`config.mk`:
```
export PLATFORM = sky130hd
export DESIGN_NAME = dac_frame_rx
export DESIGN_NICKNAME = d
export VERILOG_FILES = /design/src/rtl/fdr_pkg.sv /design/src/rtl/fdr_sync.sv /design/src/rtl/fdr_shift.sv /design/src/rtl/fdr_fsm.sv /design/src/rtl/dac_frame_rx.sv
export SDC_FILE = /design/constraint.sdc
export NUM_CORES = 1
export LEC_CHECK = 0
export ABC_AREA = 0
export CORE_MARGIN = 2
export CORE_UTILIZATION = 30
export DETAILED_ROUTE_END_ITERATION = 7
export MAX_ROUTING_LAYER = met4
export RECOVER_POWER = 100
export SYNTH_ARGS = -nofsm -noshare
export SYNTH_HDL_FRONTEND = slang
export SYNTH_HIERARCHICAL = 1
export SYNTH_SLANG_ARGS = --single-unit
```
`constraint.sdc`:
```
create_clock -name clk -period 2.61 [get_ports clk]
set_input_delay 0.261 -clock clk [delete_from_list [all_inputs] [get_ports clk]]
set_output_delay 0.261 -clock clk [all_outputs]
set_load 0.005 [all_outputs]
```
`src/rtl/fdr_pkg.sv`:
```
package fdr_pkg;

    typedef enum logic [1:0] {
        ST_IDLE  = 2'd0,
        ST_QUAL  = 2'd1,
        ST_SHIFT = 2'd2,
        ST_DROP  = 2'd3
    } rx_state_t;

    typedef enum logic [1:0] {
        CAUSE_NONE  = 2'd0,
        CAUSE_RUNT  = 2'd1,
        CAUSE_EARLY = 2'd2
    } err_cause_t;

endpackage

```
`src/rtl/fdr_sync.sv`:
```
module fdr_sync #(
    parameter int   STAGES  = 2,
    parameter logic RST_VAL = 1'b0
) (
    input  logic clk,
    input  logic rst_n,
    input  logic din,
    output logic q
);

    logic [STAGES-1:0] chain;

    generate
        if (STAGES == 1) begin : g_single
            always_ff @(posedge clk or negedge rst_n) begin
                if (!rst_n) chain <= RST_VAL;
                else        chain <= din;
            end
        end else begin : g_multi
            always_ff @(posedge clk or negedge rst_n) begin
                if (!rst_n) chain <= {STAGES{RST_VAL}};
                else        chain <= {chain[STAGES-2:0], din};
            end
        end
    endgenerate

    assign q = chain[STAGES-1];

endmodule

```
`src/rtl/fdr_shift.sv`:
```
module fdr_shift #(
    parameter int WORD_W = 16,
    parameter int CODE_W = 14,
    parameter int CNT_W  = 5
) (
    input  logic              clk,
    input  logic              rst_n,
    input  logic              clr,
    input  logic              shift_en,
    input  logic              bit_in,
    output logic [CNT_W-1:0]  cnt,
    output logic [CODE_W-1:0] code_next
);

    logic [WORD_W-1:0] sh;
    logic [WORD_W-1:0] word_next;

    assign word_next = {sh[WORD_W-2:0], bit_in};
    assign code_next = word_next[WORD_W-1 -: CODE_W];

    always_ff @(posedge clk or negedge rst_n) begin
        if (!rst_n) begin
            sh  <= '0;
            cnt <= '0;
        end else if (clr) begin
            sh  <= '0;
            cnt <= '0;
        end else if (shift_en) begin
            sh  <= word_next;
            cnt <= cnt + CNT_W'(1);
        end
    end

endmodule

```
`src/rtl/fdr_fsm.sv`:
```
module fdr_fsm
    import fdr_pkg::*;
#(
    parameter int WORD_W    = 16,
    parameter int QUAL_BITS = 2,
    parameter int CNT_W     = 5
) (
    input  logic             clk,
    input  logic             rst_n,
    input  logic             sync_fall,
    input  logic             sync_high,
    input  logic             bit_rise,
    input  logic [CNT_W-1:0] cnt,
    output rx_state_t        state,
    output logic             clr,
    output logic             shift_en,
    output logic             commit,
    output logic             flag_runt,
    output logic             flag_early
);

    localparam logic [CNT_W-1:0] QUAL_LAST = CNT_W'(QUAL_BITS - 1);
    localparam logic [CNT_W-1:0] WORD_LAST = CNT_W'(WORD_W - 1);

    rx_state_t state_nx;

    always_ff @(posedge clk or negedge rst_n) begin
        if (!rst_n) state <= ST_IDLE;
        else        state <= state_nx;
    end

    always_comb begin
        state_nx = state;
        unique case (state)
            ST_IDLE: begin
                if (sync_fall) state_nx = ST_QUAL;
            end
            ST_QUAL: begin
                if (sync_high)                         state_nx = ST_IDLE;
                else if (bit_rise && cnt == QUAL_LAST) state_nx = ST_SHIFT;
            end
            ST_SHIFT: begin
                if (sync_fall)                         state_nx = ST_DROP;
                else if (bit_rise && cnt == WORD_LAST) state_nx = ST_IDLE;
            end
            ST_DROP: begin
                if (sync_high) state_nx = ST_IDLE;
            end
            default: state_nx = ST_IDLE;
        endcase
    end

    always_comb begin
        clr        = 1'b0;
        shift_en   = 1'b0;
        commit     = 1'b0;
        flag_runt  = 1'b0;
        flag_early = 1'b0;
        unique case (state)
            ST_IDLE: begin
                clr = sync_fall;
            end
            ST_QUAL: begin
                flag_runt = sync_high;
                shift_en  = !sync_high && bit_rise;
            end
            ST_SHIFT: begin
                flag_early = sync_fall;
                shift_en   = !sync_fall && bit_rise;
                commit     = !sync_fall && bit_rise && (cnt == WORD_LAST);
            end
            ST_DROP: begin
            end
            default: begin
            end
        endcase
    end

endmodule

```
`src/rtl/dac_frame_rx.sv`:
```
module dac_frame_rx
    import fdr_pkg::*;
#(
    parameter int WORD_W      = 16,
    parameter int CODE_W      = 14,
    parameter int QUAL_BITS   = 2,
    parameter int SYNC_STAGES = 2
) (
    input  logic              clk,
    input  logic              rst_n,
    input  logic              bclk,
    input  logic              fsync_n,
    input  logic              sdin,
    output logic [CODE_W-1:0] dac_code,
    output logic              dac_load,
    output logic              frame_err,
    output logic [1:0]        err_cause
);

    localparam int CNT_W = $clog2(WORD_W + 1);

    logic b_q, b_qp, s_q, s_qp, d_q;
    logic b_rise, s_fall, s_high;
    logic clr, shift_en, commit, flag_runt, flag_early;
    logic [CNT_W-1:0]  cnt;
    logic [CODE_W-1:0] code_next;
    rx_state_t         fsm_state;

    fdr_sync #(.STAGES(SYNC_STAGES), .RST_VAL(1'b0)) u_sync_bclk (
        .clk(clk), .rst_n(rst_n), .din(bclk), .q(b_q)
    );
    fdr_sync #(.STAGES(SYNC_STAGES), .RST_VAL(1'b1)) u_sync_fs (
        .clk(clk), .rst_n(rst_n), .din(fsync_n), .q(s_q)
    );
    fdr_sync #(.STAGES(SYNC_STAGES), .RST_VAL(1'b0)) u_sync_sd (
        .clk(clk), .rst_n(rst_n), .din(sdin), .q(d_q)
    );

    always_ff @(posedge clk or negedge rst_n) begin
        if (!rst_n) begin
            b_qp <= 1'b0;
            s_qp <= 1'b1;
        end else begin
            b_qp <= b_q;
            s_qp <= s_q;
        end
    end

    assign b_rise = b_q & ~b_qp;
    assign s_fall = ~s_q & s_qp;
    assign s_high = s_q;

    fdr_fsm #(.WORD_W(WORD_W), .QUAL_BITS(QUAL_BITS), .CNT_W(CNT_W)) u_fsm (
        .clk(clk), .rst_n(rst_n),
        .sync_fall(s_fall), .sync_high(s_high), .bit_rise(b_rise), .cnt(cnt),
        .state(fsm_state), .clr(clr), .shift_en(shift_en), .commit(commit),
        .flag_runt(flag_runt), .flag_early(flag_early)
    );

    fdr_shift #(.WORD_W(WORD_W), .CODE_W(CODE_W), .CNT_W(CNT_W)) u_shift (
        .clk(clk), .rst_n(rst_n), .clr(clr), .shift_en(shift_en),
        .bit_in(d_q), .cnt(cnt), .code_next(code_next)
    );

    always_ff @(posedge clk or negedge rst_n) begin
        if (!rst_n) begin
            dac_code <= '0;
            dac_load <= 1'b0;
        end else begin
            dac_load <= commit;
            if (commit) dac_code <= code_next;
        end
    end

    always_ff @(posedge clk or negedge rst_n) begin
        if (!rst_n) begin
            frame_err <= 1'b0;
            err_cause <= CAUSE_NONE;
        end else if (commit) begin
            frame_err <= 1'b0;
            err_cause <= CAUSE_NONE;
        end else if (flag_runt) begin
            frame_err <= 1'b1;
            err_cause <= CAUSE_RUNT;
        end else if (flag_early) begin
            frame_err <= 1'b1;
            err_cause <= CAUSE_EARLY;
        end
    end

endmodule

```
==> impl_metrics.tcl, run 1 <==
set metrics [dict create \
    outcome "finished, final reports clean" \
    drt_first_pass_iters 4 \
    vdd_drop_max_uv 205 \
    hold_path_class "in -> async" \
    die_w_um 88.7 \
    avgSynthCellArea_um2 12.9 \
    num_rows 30 \
    track_usage_pct 10.2 \
    antenna_found_initial 0 \
    num_vias 1158 \
    placed_area_um2 2360 \
    die_height_um 88.7 \
    grt_overflow 0 \
    drc 0 \
    min_period_over_period_pct 80.2 \
    setup_violations 0 \
    relSlewSlack_pct 20.6 \
    final_cell_mix "dfrtp_1, nor2_1, dlygate4sd3_1, mux2i_1, mux2_2" \
    grt_start_max_net_pins 49 \
    grt_pass1_vias 1213 \
    stdcell_count 278 \
    grt_pass1_wl_um 5940 \
    post_drt_wl_per_cell_um 12.3 \
    slew_viol_final 0 \
    setup_tns_ps 0 \
    endpoint_kind "flip-flop" \
    path_max_fanout 18 \
    cts_tree "built" \
    clockRootBuffer "clkbuf_8" \
    io_buffer_count 22 \
    dieArea_um2 7870 \
    cts_resized 0 \
    hold_buffers 0 \
    start_kind "flip-flop" \
    nNetsFinal 192 \
    clk_latency_ps 300 \
    rsz0062_at_grt "false" \
    cp.required_ps 2800 \
    htreeDepth 2 \
    cp.arrival_ps 2280 \
    clock.fmax_mhz 478 \
    core_area_um2 6870 \
    clk_pin_slew_ps 90 \
    path_class "reg -> reg" \
    cts_made_buffers 5 \
    power_density_nw_per_um2 694 \
    ys_warn_count 6 \
    final_common_cell "dfrtp_1" \
    ioPinCount 23 \
    start_util_pct 31.3 \
    syn_nets 178 \
    dpl.hpwl_um 2200 \
    ys_seq_area_share_pct 56.0 \
    diodes 0 \
    syn_inst 167 \
    drive_gt1_share_pct 17.0 \
    ant_nets 0 \
    synth.distinct_cells 31 \
    cts.sinks 48 \
    fin_util_pct 35.6 \
    gp_congestion 0.805 \
    drt_iter0_drc 51 \
    place_inst 270 \
    clockBufferDepth 2 \
    fin_crit_ps 2090 \
    routed_wl_um 3420 \
    synth_area_um2 2150 \
    ys_ff_latch 48 \
    synthToLayoutAreaGrowth_pct 13.4 \
    post-route-cell-area_um2 2440 \
    p_leak_uw 0.00117 \
    rrSetupSlack_ps 520 \
    skew_ps 7.68 \
    cap_violations 0 \
    post-cts-setup-buffers 0 \
    tightest_slew_ps 1190 \
    hold_ws_ps 280 \
    hold_violations 0 \
    via_per_inst 4.17 \
]
final timing paths:
check / start / cells after the start / endpoint
setup / recovery: u_fsm/state[0] / 6 / dac_code[9]
hold / removal: rst_n / 2 / u_shift/cnt[0]
setup reg to reg: u_fsm/state[0] / 6 / dac_code[9]
hold reg to reg: u_sync_bclk/chain[0] / 0 / u_sync_bclk/chain[1]
max in group asynchronous: rst_n / 2 / err_cause[1]
min in group clk: u_sync_bclk/chain[0] / 0 / u_sync_bclk/chain[1]
metal layers:
metal / vias up / part of all wire (%) / track usage [%]
met3: 6 / 3.3 / 3.08
met5: - / 0 / -
li1: 572 / - / -
met1: 557 / 52 / 13.3
met2: 23 / 43 / 14.5
met4: 0 / 2.2 / 4.96
per-stage QoR:
stage                     power (uW)  setup WS (ps)
after floorplan                 1070            777
after global placement          1150            721
after detailed placement        1160            638
after CTS                       1730            622
after global routing            1800            353
final                           1700            516
cell type report:
| class | instances | area, um2 |
|---|---|---|
| Clock buffer | 6 | 82.6 |
| Clock inverter | 2 | 38.8 |
| Fill cell | 681 | 4430 |
| Inverter | 5 | 18.8 |
| Multi-Input combinational cell | 94 | 729 |
| Sequential cell | 48 | 1200 |
| Tap cell | 96 | 120 |
| Timing Repair Buffer | 27 | 248 |
worst max-delay path, stage by stage (launching register included):
cell	delay, ps
dfrtp_1	410
inv_1	130
ha_1	220
nand2b_1	100
nor4_2	270
clkbuf_2	460
mux2_2	390
cells in the mapped netlist (all sizes together):
cell | count | area share (%)
dfrtp | 45 | 52
nor2 | 24 | 4.3
buf | 20 | 8.4
mux2 | 17 | 10
mux2i | 17 | 7.9
ha | 6 | 3.5
inv | 5 | 0.87
a21oi | 4 | 1.1
nor2b | 4 | 1.2
dfstp | 3 | 3.7
nand2 | 3 | 0.52
nand2b | 3 | 0.87
nor3 | 3 | 0.70
and2 | 2 | 0.58
nand3b | 2 | 0.87
nand4 | 2 | 0.58
a21bo | 1 | 0.46
nand3 | 1 | 0.23
nor4 | 1 | 0.29
o21bai | 1 | 0.35
o32a | 1 | 0.52
or4 | 1 | 0.35
xnor2 | 1 | 0.41
power by group:
group | leakage (uW) | internal, uW | switching (uW)
registers | 0.000634 | 795 | 40.9
clock network | 0.0000614 | 313 | 250
logic | 0.000476 | 132 | 165
cell families (layout without fill, tap and decap cells):
group / count (synthesis) / count (layout) / synth area share [%]
compound gates: 7 / 7 / 2.44
fa+ha+maj: 6 / 6 / 3.49
buf+inv: 25 / 40 / 9.24
flops: 48 / 48 / 56.0
xor+xnor: 1 / 1 / 0.407
simple gates: 46 / 46 / 10.5
mux: 34 / 34 / 18.0
flip-flops by register name (all words and copies together), names as in the netlist:
signal,cells
b_qp,1
dac_code,14
dac_load,1
err_cause,2
frame_err,1
s_qp,1
u_fsm/state,2
u_shift/cnt,5
u_shift/sh,15
u_sync_bclk/chain,2
u_sync_fs/chain,2
u_sync_sd/chain,2
Power figures use the tool's default switching activity.
==> run 2, diff against run 1 <==
==> constraint.sdc (replaced) <==
create_clock -name clk -period 1.8 [get_ports clk]
set_input_delay 0.18 -clock clk [delete_from_list [all_inputs] [get_ports clk]]
set_output_delay 0.18 -clock clk [all_outputs]
set_load 0.005 [all_outputs]
==> run 2 against run 1 <==
  * Highest routed layer unchanged
  * Largest cell class unchanged
  * Worst hold slack better by 72 ps
  * Sequential cell count stayed put
  * Sequential share of layout area is 4.1 points lower
  * Sequential power is 46% higher
  * Combinational power is 110% higher
  * Design area is 9.1% higher
  * Largest power group unchanged
  * Final cell count is 6.1% higher
  * Critical endpoint is now u_fsm/state[1]
==> impl_metrics.tcl, run 2 (synthesis results as in run 1) <==
set metrics [dict create \
    critical_path_depth 5 \
    clockRootBuffer "clkbuf_8" \
    relSlewSlack_pct 56.6 \
    track_usage_pct 10.3 \
    ioPinCount 23 \
    layout_setup_ws_ps 34.5 \
    vdd_drop_max_uv 406 \
    antenna_found_initial 0 \
    startpoint "u_fsm/state[1]" \
    num_vias 1261 \
    cts.sinks 48 \
    dpl.hpwl_um 2370 \
    critPathTopFamily "simple AND/OR/NAND/NOR gates" \
    clk_pin_slew_ps 80 \
    drt_iter0_drc 56 \
    final_cell_mix "dfrtp_1, nor2_1, dlygate4sd3_1, mux2i_1, buf_4" \
    regToRegEndpoint "u_fsm/state[1]" \
    drive_gt1_share_pct 30.7 \
    p_leak_uw 0.00127 \
    skew_ps 12.3 \
    rr_startpoint "u_fsm/state[1]" \
    ant_nets 0 \
    rrSetupSlack_ps 30 \
    largest_reg_flops 15 \
    slew_viol_final 0 \
    clockBufferDepth 2 \
    hold_path_class "reg -> reg" \
    reg_top3 "u_shift/sh x15, dac_code x14, u_shift/cnt x5" \
    core_area_um2 6870 \
    cts_made_buffers 5 \
    io_buffer_count 22 \
    gp_congestion 0.727 \
    setup_violations 0 \
    diodes 0 \
    endpoint "u_fsm/state[1]" \
    cap_violations 0 \
    fin_crit_ps 1770 \
    hold_violations 0 \
    htreeDepth 2 \
    top_register "u_shift/sh" \
    dieArea_um2 7870 \
    num_rows 30 \
    cts_tree "built" \
    grt_start_max_net_pins 27 \
    worstPathCellList "ha_2, or4_1, nor2_1, o32a_2, mux2_4" \
    drc 0 \
    grt_pass1_wl_um 5920 \
    critical-path-max-stage-delay_ps 460 \
    outcome "finished, final reports clean" \
    synthToLayoutAreaGrowth_pct 23.7 \
    endpoint_kind "flip-flop" \
    start_kind "flip-flop" \
    cp.required_ps 1980 \
    finalPower_uw 2450 \
    min_period_over_period_pct 98.1 \
    clk_latency_ps 300 \
    cp_slowest_cell "or4_1" \
    final_common_cell "dfrtp_1" \
    preCtsSetupSlack_ps -22.5 \
    path_max_fanout 4 \
    fin_util_pct 38.8 \
    post_drt_wl_per_cell_um 12.4 \
    nNetsFinal 209 \
    cp.arrival_ps 1950 \
    hold_path_depth 0 \
    place_inst 279 \
    die_w_um 88.7 \
    clock.fmax_mhz 566 \
    r2r_cells 5 \
    routed_wl_um 3660 \
    stdcell_count 295 \
    start_util_pct 31.3 \
    power_density_nw_per_um2 918 \
    die_height_um 88.7 \
    drt_first_pass_iters 4 \
    via_per_inst 4.27 \
    grt_pass1_vias 1233 \
    setup_tns_ps 0 \
    grt_overflow 0 \
    rsz0062_at_grt "true" \
    path_buf_inv 0 \
    path_class "reg -> reg" \
    tightest_slew_ps 650 \
]
## run 2: cell count changes in the layout (fill, tap and decap cells not counted), sizes merged
cell         before  now
buf               4   18
dlygate4sd3      21   22
clkbuf            8   11
bufinv            1    0
## run 2: worst reg2reg max path, stage by stage, from the launching register on
cell and delay, ps:
dfrtp_1 430, ha_2 200, or4_1 460, nor2_1 110, o32a_2 160, mux2_4 300
## run 2: how the worst min path moves through the flow
stage	start	endpoint	slack, ps
2_1_floorplan	rst_n	b_qp	-120
3_3_place_gp	rst_n	dac_code[13]	190
3_5_place_dp	rst_n	dac_code[13]	200
4_1_cts	fsync_n	u_sync_fs/chain[0]	290
5_1_grt	u_sync_bclk/chain[0]	u_sync_bclk/chain[1]	360
6_report	u_sync_bclk/chain[0]	u_sync_bclk/chain[1]	350
## run 2: per-layer routing
layer | vias up | global-route usage, % | wire [um]
li1 | 606 | - | -
met4 | 0 | 4.13 | 44
met5 | - | - | 0
met1 | 624 | 13.6 | 1820
met2 | 26 | 14.9 | 1670
met3 | 5 | 3.08 | 123
## run 2: power by group
part | internal [uW] | switching [uW] | total, uW
combinational | 306 | 304 | 610
sequential | 1150 | 64.4 | 1220
clock | 273 | 346 | 619
total | 1730 | 714 | 2450
## run 2: layout make-up
type | count | area, um2
clock buffer | 7 | 76.3
fill | 660 | 4210
timing repair buffer | 44 | 434
multi-input combinational | 94 | 805
inverter | 5 | 18.8
clock inverter | 1 | 5.00
tap | 96 | 120
sequential | 48 | 1200
## run 2: timing repair
action	CTS	global route
endpoints found under the hold margin	22	0
buffers inserted	1	6
hold buffers	1	0
pin swaps	2	6
setup endpoints to repair	12	35
gates resized for setup	1	14
gates cloned	0	1
## run 2: stage by stage
stage / hold slack, ps / instance area [um2]
5_1_grt: 361 / 2660
3_3_place_gp: 193 / 2460
2_1_floorplan: -116 / 2160
6_report: 352 / 2660
3_5_place_dp: 197 / 2460
4_1_cts: 288 / 2560
==> run 3, diff against run 2 <==
--- a/config.mk
+++ b/config.mk
@@ -7,7 +7,7 @@
 export LEC_CHECK = 0
 export ABC_AREA = 0
 export CORE_MARGIN = 2
-export CORE_UTILIZATION = 30
+export CORE_UTILIZATION = 42
 export DETAILED_ROUTE_END_ITERATION = 7
 export MAX_ROUTING_LAYER = met4
 export RECOVER_POWER = 100
==> run 3 against run 2 <==
  * First-iteration DRC count shrank 32%
  * Largest cell class unchanged
  * Largest power group unchanged
  * Worst setup slack better by 12 ps
  * Via count up 0.24%
  * Clock power is 34% higher
  * Fmax up 0.68%
==> impl_metrics.tcl, run 3 (synthesis results as in run 1) <==
set metrics [dict create \
    min_period_over_period_pct 97.4 \
    cts_made_buffers 5 \
    drive_gt1_share_pct 31.3 \
    power_density_nw_per_um2 1010 \
    grt_start_max_net_pins 28 \
    relSlewSlack_pct 19.3 \
    synthToLayoutAreaGrowth_pct 24.6 \
    hold_ws_ps 354 \
    die_height_um 75.6 \
    final_common_cell "dfrtp_1" \
    path_max_fanout 3 \
    final_cell_mix "dfrtp_1, nor2_1, dlygate4sd3_1, mux2i_1, mux2_2" \
    die_w_um 75.6 \
    slew_viol_final 0 \
    reg_top3 "u_shift/sh x15, dac_code x14, u_shift/cnt x5" \
    cts.sinks 48 \
    tightest_slew_ps 1210 \
    dpl.hpwl_um 2390 \
    outcome "finished, final reports clean" \
    num_rows 26 \
    hold_violations 0 \
    grt_overflow 0 \
    fin_crit_ps 1750 \
    via_per_inst 4.77 \
    endpoint_kind "flip-flop" \
    track_usage_pct 13.9 \
    diodes 0 \
    grt_pass1_wl_um 5750 \
    path_class "reg -> reg" \
    io_buffer_count 22 \
    routed_wl_um 3620 \
    num_vias 1264 \
    top_register "u_shift/sh" \
    drt_first_pass_iters 4 \
    dieArea_um2 5720 \
    drt_iter0_drc 38 \
    antenna_found_initial 0 \
    post_drt_wl_per_cell_um 13.6 \
    htreeDepth 2 \
    ant_nets 0 \
    vdd_drop_max_uv 495 \
    nNetsFinal 205 \
    largest_reg_flops 15 \
    clk_pin_slew_ps 90 \
    cts_tree "built" \
    setup_violations 0 \
    drc 0 \
    core_area_um2 5040 \
    skew_ps 5.06 \
    start_util_pct 42.7 \
    start_kind "flip-flop" \
    clock.fmax_mhz 570 \
    clk_latency_ps 290 \
    hold_path_class "reg -> reg" \
    p_leak_uw 0.00128 \
    grt_pass1_vias 1226 \
    clockBufferDepth 2 \
    cp.arrival_ps 1940 \
    clockRootBuffer "clkbuf_8" \
    setup_tns_ps 0 \
    gp_congestion 0.707 \
    cap_violations 0 \
    ioPinCount 23 \
    cp.required_ps 1990 \
]
-- run 3: worst max-delay path, cell delays in order, from the launching register on --
cell	delay, ps
dfrtp_1	430
ha_2	210
or4_4	430
nor2_4	120
o32a_4	180
mux2_4	290
-- run 3: area by class of cell --
cell class,count,area [um2]
Clock buffer,7,96.3
Clock inverter,1,30.0
Fill cell,426,2360
Inverter,5,18.8
Multi-Input combinational cell,94,837
Sequential cell,48,1200
Tap cell,70,87.6
Timing Repair Buffer,40,409
-- run 3: per-layer routing --
metal | track usage [%] | part of all wire, % | vias to the layer above
met5 | - | 0 | -
met1 | 18.5 | 46 | 630
met2 | 19.4 | 49 | 31
met4 | 7.41 | 1.7 | 0
met3 | 3.57 | 3.4 | 7
li1 | - | - | 596
-- run 3: repair_timing --
item	CTS	global route
buffers inserted	0	4
endpoints found under the hold margin	21	0
pin swaps	2	5
hold buffers	1	0
gates cloned	0	2
gates resized for setup	3	19
setup endpoints to repair	27	35
-- run 3: final timing paths --
kind | startpoint | to | slack, ps | cells after the start
min in group asynchronous | rst_n | dac_load | 650 | 2
setup reg to reg | u_fsm/state[0] | u_fsm/state[1] | 50 | 5
hold / removal | u_sync_bclk/chain[0] | u_sync_bclk/chain[1] | 350 | 0
setup / recovery | u_fsm/state[0] | u_fsm/state[1] | 50 | 5
hold reg to reg | u_sync_bclk/chain[0] | u_sync_bclk/chain[1] | 350 | 0
max in group asynchronous | rst_n | u_sync_fs/chain[0] | 340 | 3
-- run 3: per-stage QoR --
stage / instances / area (um2) / setup slack (ps) / utilization [%] / total power [uW]
3_3_place_gp: 250 / 2400 / 30.4 / 47.6 / 1720
3_5_place_dp: 250 / 2400 / -35.1 / 47.6 / 1750
4_1_cts: 259 / 2550 / -5.50 / 50.5 / 2610
6_report: 265 / 2680 / 46.5 / 53.2 / 2710
5_1_grt: 265 / 2680 / -8.70 / 53.2 / 2860
2_1_floorplan: 167 / 2160 / 30.1 / - / 1560
-- run 3: report_power, final --
group | switching, uW | total [uW] | internal (uW) | leakage, uW
Combinational | 325 | 663 | 338 | 0.000580
Sequential | 68.0 | 1220 | 1150 | 0.000635
Clock | 339 | 829 | 490 | 0.0000645
Total | 732 | 2710 | 1980 | 0.00128
